**config.mk**
```make
export PLATFORM = sky130hd
export DESIGN_NAME = assoc_word_cache
export DESIGN_NICKNAME = d
export VERILOG_FILES = /design/src/rtl/acache_pkg.sv /design/src/rtl/acache_store.sv /design/src/rtl/acache_victim.sv /design/src/rtl/assoc_word_cache.sv
export SDC_FILE = /design/constraint.sdc
export NUM_CORES = 1
export LEC_CHECK = 0
export BUFFER_PORTS_ARGS = -buffer_cell sky130_fd_sc_hd__buf_2
export CORE_AREA = 2 2 220 222
export DETAILED_ROUTE_END_ITERATION = 10
export DIE_AREA = 0 0 222 224
export GPL_ROUTABILITY_DRIVEN = 0
export PLACE_DENSITY = 0.62
export SKIP_CTS_REPAIR_TIMING = 1
export SLEW_MARGIN = 10
export SYNTH_ARGS = -nofsm -noshare
export SYNTH_HDL_FRONTEND = slang
export SYNTH_SLANG_ARGS = --single-unit
```
**constraint.sdc**
```tcl
create_clock -name clk -period 6 [get_ports clk]
set_input_delay 0.6 -clock clk [delete_from_list [all_inputs] [get_ports clk]]
set_output_delay 0.6 -clock clk [all_outputs]
set_load 0.1 [all_outputs]
```
**src/rtl/acache_pkg.sv**
```systemverilog
package acache_pkg;

    typedef enum logic [1:0] {
        REPL_RANDOM = 2'd0,
        REPL_FIFO   = 2'd1,
        REPL_LRU    = 2'd2
    } repl_e;

    localparam int          LFSR_W    = 16;
    localparam logic [15:0] LFSR_SEED = 16'hACE1;

    // taps 16,14,13,11 of a maximal-length Fibonacci register
    function automatic logic [LFSR_W-1:0] lfsr_next(input logic [LFSR_W-1:0] s);
        return {s[LFSR_W-2:0], s[15] ^ s[13] ^ s[12] ^ s[10]};
    endfunction

endpackage

```
**src/rtl/acache_store.sv**
```systemverilog
module acache_store #(
    parameter int N  = 8,
    parameter int AW = 8,
    parameter int DW = 32,
    localparam int IW = $clog2(N)
) (
    input  logic          clk,
    input  logic          rst_n,
    input  logic [AW-1:0] lk_addr,
    input  logic          wr_en,
    input  logic [IW-1:0] wr_idx,
    input  logic [AW-1:0] wr_addr,
    input  logic [DW-1:0] wr_data,
    input  logic [AW-1:0] probe_addr,
    output logic [N-1:0]  valid_vec,
    output logic [N-1:0]  lk_match,
    output logic [N-1:0]  probe_match,
    output logic [DW-1:0] lk_word
);

    typedef struct packed {
        logic [N-1:0]         valid;
        logic [N-1:0][AW-1:0] tag;
        logic [N-1:0][DW-1:0] data;
    } store_t;

    store_t st_d, st_q;

    always_comb begin
        st_d = st_q;
        if (wr_en) begin
            st_d.valid[wr_idx] = 1'b1;
            st_d.tag[wr_idx]   = wr_addr;
            st_d.data[wr_idx]  = wr_data;
        end
    end

    always_ff @(posedge clk) begin
        if (!rst_n) st_q <= '0;
        else        st_q <= st_d;
    end

    // parallel compare of every entry; an empty entry never matches
    always_comb begin
        lk_word = '0;
        for (int i = 0; i < N; i++) begin
            lk_match[i]    = st_q.valid[i] && (st_q.tag[i] == lk_addr);
            probe_match[i] = st_q.valid[i] && (st_q.tag[i] == probe_addr);
            if (lk_match[i]) lk_word = lk_word | st_q.data[i];
        end
    end

    assign valid_vec = st_q.valid;


    no_dup_chk: assert property (@(posedge clk) disable iff (!rst_n)
        $onehot0(lk_match));


    empty_after_reset_chk: assert property (@(posedge clk)
        $rose(rst_n) |-> (valid_vec == '0));

endmodule

```
**src/rtl/acache_victim.sv**
```systemverilog
module acache_victim #(
    parameter int N = 8,
    parameter acache_pkg::repl_e POLICY = acache_pkg::REPL_LRU,
    localparam int IW = $clog2(N)
) (
    input  logic          clk,
    input  logic          rst_n,
    input  logic          a_en,
    input  logic [IW-1:0] a_idx,
    input  logic          b_en,
    input  logic [IW-1:0] b_idx,
    input  logic          alloc,
    output logic [IW-1:0] victim
);
    import acache_pkg::*;

    typedef logic [N-1:0][IW-1:0] age_vec_t;

    function automatic age_vec_t touch(input age_vec_t a, input logic [IW-1:0] k);
        age_vec_t r;
        logic [IW-1:0] ref_age;
        r       = a;
        ref_age = a[k];
        for (int j = 0; j < N; j++)
            if (a[j] < ref_age) r[j] = a[j] + 1'b1;
        r[k] = '0;
        return r;
    endfunction

    generate
        if (POLICY == REPL_LRU) begin : g_lru
            typedef struct packed { age_vec_t age; } lru_st_t;
            lru_st_t st_d, st_q;
            logic [N-1:0] oldest;
            logic unused_alloc;

            assign unused_alloc = alloc;

            always_comb begin
                st_d = st_q;
                if (a_en) st_d.age = touch(st_d.age, a_idx);
                if (b_en) st_d.age = touch(st_d.age, b_idx);
                victim = '0;
                for (int i = 0; i < N; i++) begin
                    oldest[i] = (st_q.age[i] == IW'(N - 1));
                    if (oldest[i]) victim = IW'(i);
                end
            end

            always_ff @(posedge clk) begin
                if (!rst_n) begin
                    for (int i = 0; i < N; i++) st_q.age[i] <= IW'(i);
                end else begin
                    st_q <= st_d;
                end
            end


            one_oldest_chk: assert property (@(posedge clk) disable iff (!rst_n)
                $countones(oldest) == 1);
        end else if (POLICY == REPL_FIFO) begin : g_fifo
            typedef struct packed { logic [IW-1:0] ptr; } fifo_st_t;
            fifo_st_t st_d, st_q;
            logic unused_touch;

            assign unused_touch = ^{a_en, a_idx, b_en, b_idx};

            always_comb begin
                st_d = st_q;
                if (alloc) st_d.ptr = st_q.ptr + 1'b1;
                victim = st_q.ptr;
            end

            always_ff @(posedge clk) begin
                if (!rst_n) st_q <= '0;
                else        st_q <= st_d;
            end


            order_hold_chk: assert property (@(posedge clk) disable iff (!rst_n)
                !alloc |=> $stable(st_q.ptr));
        end else begin : g_rand
            typedef struct packed { logic [LFSR_W-1:0] lfsr; } rand_st_t;
            rand_st_t st_d, st_q;
            logic unused_inputs;

            assign unused_inputs = ^{a_en, a_idx, b_en, b_idx, alloc};

            always_comb begin
                st_d.lfsr = lfsr_next(st_q.lfsr);
                victim    = st_q.lfsr[IW-1:0];
            end

            always_ff @(posedge clk) begin
                if (!rst_n) st_q.lfsr <= LFSR_SEED;
                else        st_q <= st_d;
            end


            lfsr_live_chk: assert property (@(posedge clk) disable iff (!rst_n)
                st_q.lfsr != '0);
        end
    endgenerate

endmodule

```
**src/rtl/assoc_word_cache.sv**
```systemverilog
module assoc_word_cache #(
    parameter int N  = 8,
    parameter int AW = 8,
    parameter int DW = 32,
    parameter acache_pkg::repl_e POLICY = acache_pkg::REPL_LRU,
    localparam int IW = $clog2(N)
) (
    input  logic          clk,
    input  logic          rst_n,
    input  logic          req_valid,
    input  logic [AW-1:0] req_addr,
    output logic          req_hit,
    output logic [IW-1:0] req_idx,
    output logic [DW-1:0] req_data,
    input  logic          fill_valid,
    input  logic [AW-1:0] fill_addr,
    input  logic [DW-1:0] fill_data,
    output logic [IW-1:0] fill_idx
);

    logic [N-1:0]  valid_vec, lk_match, fl_match;
    logic [DW-1:0] lk_word;
    logic [IW-1:0] victim, first_empty, fl_hit_idx;
    logic          fl_present, all_valid;

    acache_store #(.N(N), .AW(AW), .DW(DW)) u_store (
        .clk         (clk),
        .rst_n       (rst_n),
        .lk_addr     (req_addr),
        .wr_en       (fill_valid),
        .wr_idx      (fill_idx),
        .wr_addr     (fill_addr),
        .wr_data     (fill_data),
        .probe_addr  (fill_addr),
        .valid_vec   (valid_vec),
        .lk_match    (lk_match),
        .probe_match (fl_match),
        .lk_word     (lk_word)
    );

    always_comb begin
        req_idx     = '0;
        fl_hit_idx  = '0;
        first_empty = '0;
        for (int i = 0; i < N; i++) begin
            if (lk_match[i]) req_idx    = req_idx | IW'(i);
            if (fl_match[i]) fl_hit_idx = fl_hit_idx | IW'(i);
        end
        for (int i = N - 1; i >= 0; i--)
            if (!valid_vec[i]) first_empty = IW'(i);
        fl_present = |fl_match;
        all_valid  = &valid_vec;
        req_hit    = req_valid && (|lk_match);
        req_data   = req_hit ? lk_word : '0;
        if (fl_present)     fill_idx = fl_hit_idx;
        else if (all_valid) fill_idx = victim;
        else                fill_idx = first_empty;
    end

    acache_victim #(.N(N), .POLICY(POLICY)) u_victim (
        .clk    (clk),
        .rst_n  (rst_n),
        .a_en   (req_hit),
        .a_idx  (req_idx),
        .b_en   (fill_valid),
        .b_idx  (fill_idx),
        .alloc  (fill_valid && !fl_present),
        .victim (victim)
    );


    hit_is_valid_chk: assert property (@(posedge clk) disable iff (!rst_n)
        req_hit |-> valid_vec[req_idx]);


    fill_lands_chk: assert property (@(posedge clk) disable iff (!rst_n)
        fill_valid |=> valid_vec[$past(fill_idx)]);


    fill_empty_first_chk: assert property (@(posedge clk) disable iff (!rst_n)
        (fill_valid && !fl_present && !all_valid) |-> !valid_vec[fill_idx]);

endmodule

```
==> results.yml <==
clock_tree:
  clockBufferDepth: 3
  numCtsBuffers: 39
  cts_tree: "yes"
  clock_sinks: 352
  clock_latency_ps: 570
  cts-root-buf: "clkbuf_16"
  clk_pin_slew_worst_paths_ps: 60
  htree_levels: 2
synth:
  syn_inst: 2467
  synth_edf_count: 0
  syn_area_um2: 18800
  synth.avg_cell_area_um2: 7.62
  yosys_register_bits: 352
  synth_flop_cell: "dfxtp_1"
  synth-seq-area-share_pct: 37.5
  ys_types: 96
  yosys_warnings: 0
  async_flop_share_pct: 0
  syn_nets: 2558
placement:
  placed_cells: 3046
  post-dp-hpwl_um: 42100
  io_buffers: 90
route:
  route.detailed.drc: 0
  drt_iter0_drc: 1757
  dr.pass1.iters: 6
  via_per_inst: 5.96
  ant_nets: 0
  vias: 18600
  drt-wirelength-per-cell_um: 21.6
  wirelength_um: 67200
worst_setup_path:
  setup.worst_path.start_class: "flip-flop"
  crit_required_ps: 6470
  slowest_delay_ps: 620
  path_delay_family: "compound AO/OA/AOI/OAI gates"
  path_cells: "xor2_1 > nor4_4 > nor4_4 > inv_2 > mux2_1 > a22o_1 > nor2_4 > a22oi_1 > o21ai_0 > mux2i_1 > a31oi_1 > nor2_1 > a21oi_1 > o221ai_1 > ha_1 > or3_1 > o41ai_1 > mux2i_1 > a21bo_2"
  arrival_ps: 6000
  path_class: "flip-flop to flip-flop"
  path_max_fanout: 11
  r2r-start: "u_store.st_q[297]"
  critPathBufInv: 1
  endpoint_kind: "flip-flop"
  ff2ff_setup_slack_ps: 470
  rr_worst_depth: 19
  rr_endpoint: "u_victim.g_lru.st_q[2]"
  cp_slowest_cell: "nor4_4"
timing:
  finalCritPeriodShare_pct: 92.1
  finalMaxSlewViolations: 0
  fin_crit_ps: 5530
  skew_ps: 14.6
  fin_setup_tns_ps: 0
  hold_viol: 0
  rsz0062_at_grt: "false"
  timing.slew.headroom_pct: 18.8
  whs_ps: 342
  setup_violations: 0
  fmax_ghz: 0.181
  tightest_slew_ps: 1210
final_layout:
  layout_commonest_cell: "nand2_1"
  regArea_um2: 7050
  fill_cells: 4731
  mostFrequentLayoutCells: "nand2_1, dfxtp_1, a21oi_1"
  syn_to_final_growth_pct: 11.6
  final_nets: 2563
  multiInputGateArea_um2: 10600
  final_cells: 3111
  drive_gt1_share_pct: 12.0
  diodes: 0
floorplanning:
  core_um2: 47300
  die_y_um: 224
  ioPinCount: 91
  fp-row-count: 80
  fp.dieW_um: 222
  start_util_pct: 39.7
  dieArea_um2: 49700
worst_hold_path:
  min_path_type: "primary input to flip-flop"
  holdPathStages: 3
  hold_start: "fill_data[16]"
  hold_path_end: "u_store.st_q[208]"
grt:
  antenna_found_initial: 2
  grt_first_pass_wirelength_um: 104000
  grtUsageTotal_pct: 26.4
  gr-total-overflow: 0
  grt_max_degree: 142
  grt_pass1_vias: 18000
power_and_ir_drop:
  power_density_nw_per_um2: 261
  ir_drop_mv: 0.200
  leakagePower_nw: 7.02
run:
  drv_cap: 0
run_status:
  status: "finished, final reports clean"
-- how the worst max path moves through the flow --
stage,start,to,slack [ps],depth (start not counted)
2_1_floorplan,req_addr[2],u_victim.g_lru.st_q[2],30,24
6_report,u_store.st_q[297],u_victim.g_lru.st_q[2],470,19
3_3_place_gp,req_addr[3],u_victim.g_lru.st_q[2],90,22
4_1_cts,u_store.st_q[297],u_victim.g_lru.st_q[2],540,19
5_1_grt,u_store.st_q[265],u_victim.g_lru.st_q[22],50,20
3_5_place_dp,req_addr[0],u_victim.g_lru.st_q[2],40,22
-- metal layers --
layer  vias up  global-route usage [%]  wire length [um]
li1       8558                       -                 -
met3       192                    4.45              5010
met4         4                    13.5              3050
met5         -                       0                28
met2       852                    44.1             31400
met1      8944                    32.9             27700
-- report_power, final --
part / total, mW / internal [mW] / switching (mW) / leakage, nW
Sequential: 2.45 / 2.39 / 0.0644 / 2.85
Combinational: 0.635 / 0.227 / 0.408 / 3.57
Clock: 2.38 / 1.37 / 1.01 / 0.607
Total: 5.47 / 3.99 / 1.48 / 7.02
-- registers in the layout, summed over array words and instances, names as in the netlist --
signal	cells
u_victim.g_lru.st_q	24
u_store.st_q	320
u_store.valid_vec	8
-- synth_stat cells (11+ instances only) --
cell      count  area, um^2
nor2_1       68         255
a221oi_1     34         298
a22oi_1      69         518
mux2i_1      16         160
clkbuf_1    144         541
xor2_1       25         219
dfxtp_1     352        7050
buf_2        13        65.1
inv_1        36         135
o21ai_0      35         175
a22o_1       37         324
ha_1         39         488
xnor2_1     106         928
nor4_1       11        68.8
a31oi_1      38         238
nand4_1      26         163
a21oi_1     349        1750
buf_4        46         345
nand2_1     713        2680
nor3_1       41         205
nand3_1      44         220
-- worst reg2reg max path, cell delays in order, from the launching register on --
cell,delay [ps]
dfxtp_1,440
xor2_1,270
nor4_4,110
nor4_4,620
inv_2,140
mux2_1,380
a22o_1,360
nor2_4,310
a22oi_1,150
o21ai_0,300
mux2i_1,230
a31oi_1,90
nor2_1,170
a21oi_1,60
o221ai_1,550
ha_1,410
or3_1,330
o41ai_1,90
mux2i_1,220
a21bo_2,220
-- final cells by class --
cell class                 instances  share of cell area (%)
clock inverter                    11                   0.620
clock buffer                      54                    5.25
inverter                          40                   0.751
timing repair buffer             179                    5.39
tap                              615                    3.67
sequential                       352                    33.6
multi-input combinational       1860                    50.7
-- logic make-up after synthesis --
kind of cell,after synthesis,share of synthesized area (%)
flops,352,37.5
simple gates,982,22.5
buf+inv,255,6.46
mux,22,1.21
fa+ha+maj,47,3.04
compound gates,678,23.2
xor+xnor,131,6.10
-- stage by stage --
step / total power, mW / instance area (um^2) / util [%] / setup slack, ps
6_report: 5.47 / 21000 / 44.3 / 472
5_1_grt: 5.66 / 21000 / 44.3 / 49.1
4_1_cts: 5.48 / 21000 / 44.3 / 541
3_5_place_dp: 3.13 / 19800 / 41.7 / 41.3
3_3_place_gp: 3.11 / 19800 / 41.7 / 85.9
2_1_floorplan: 2.94 / 18800 / - / 34.8
(Power assumes the default switching activity.)
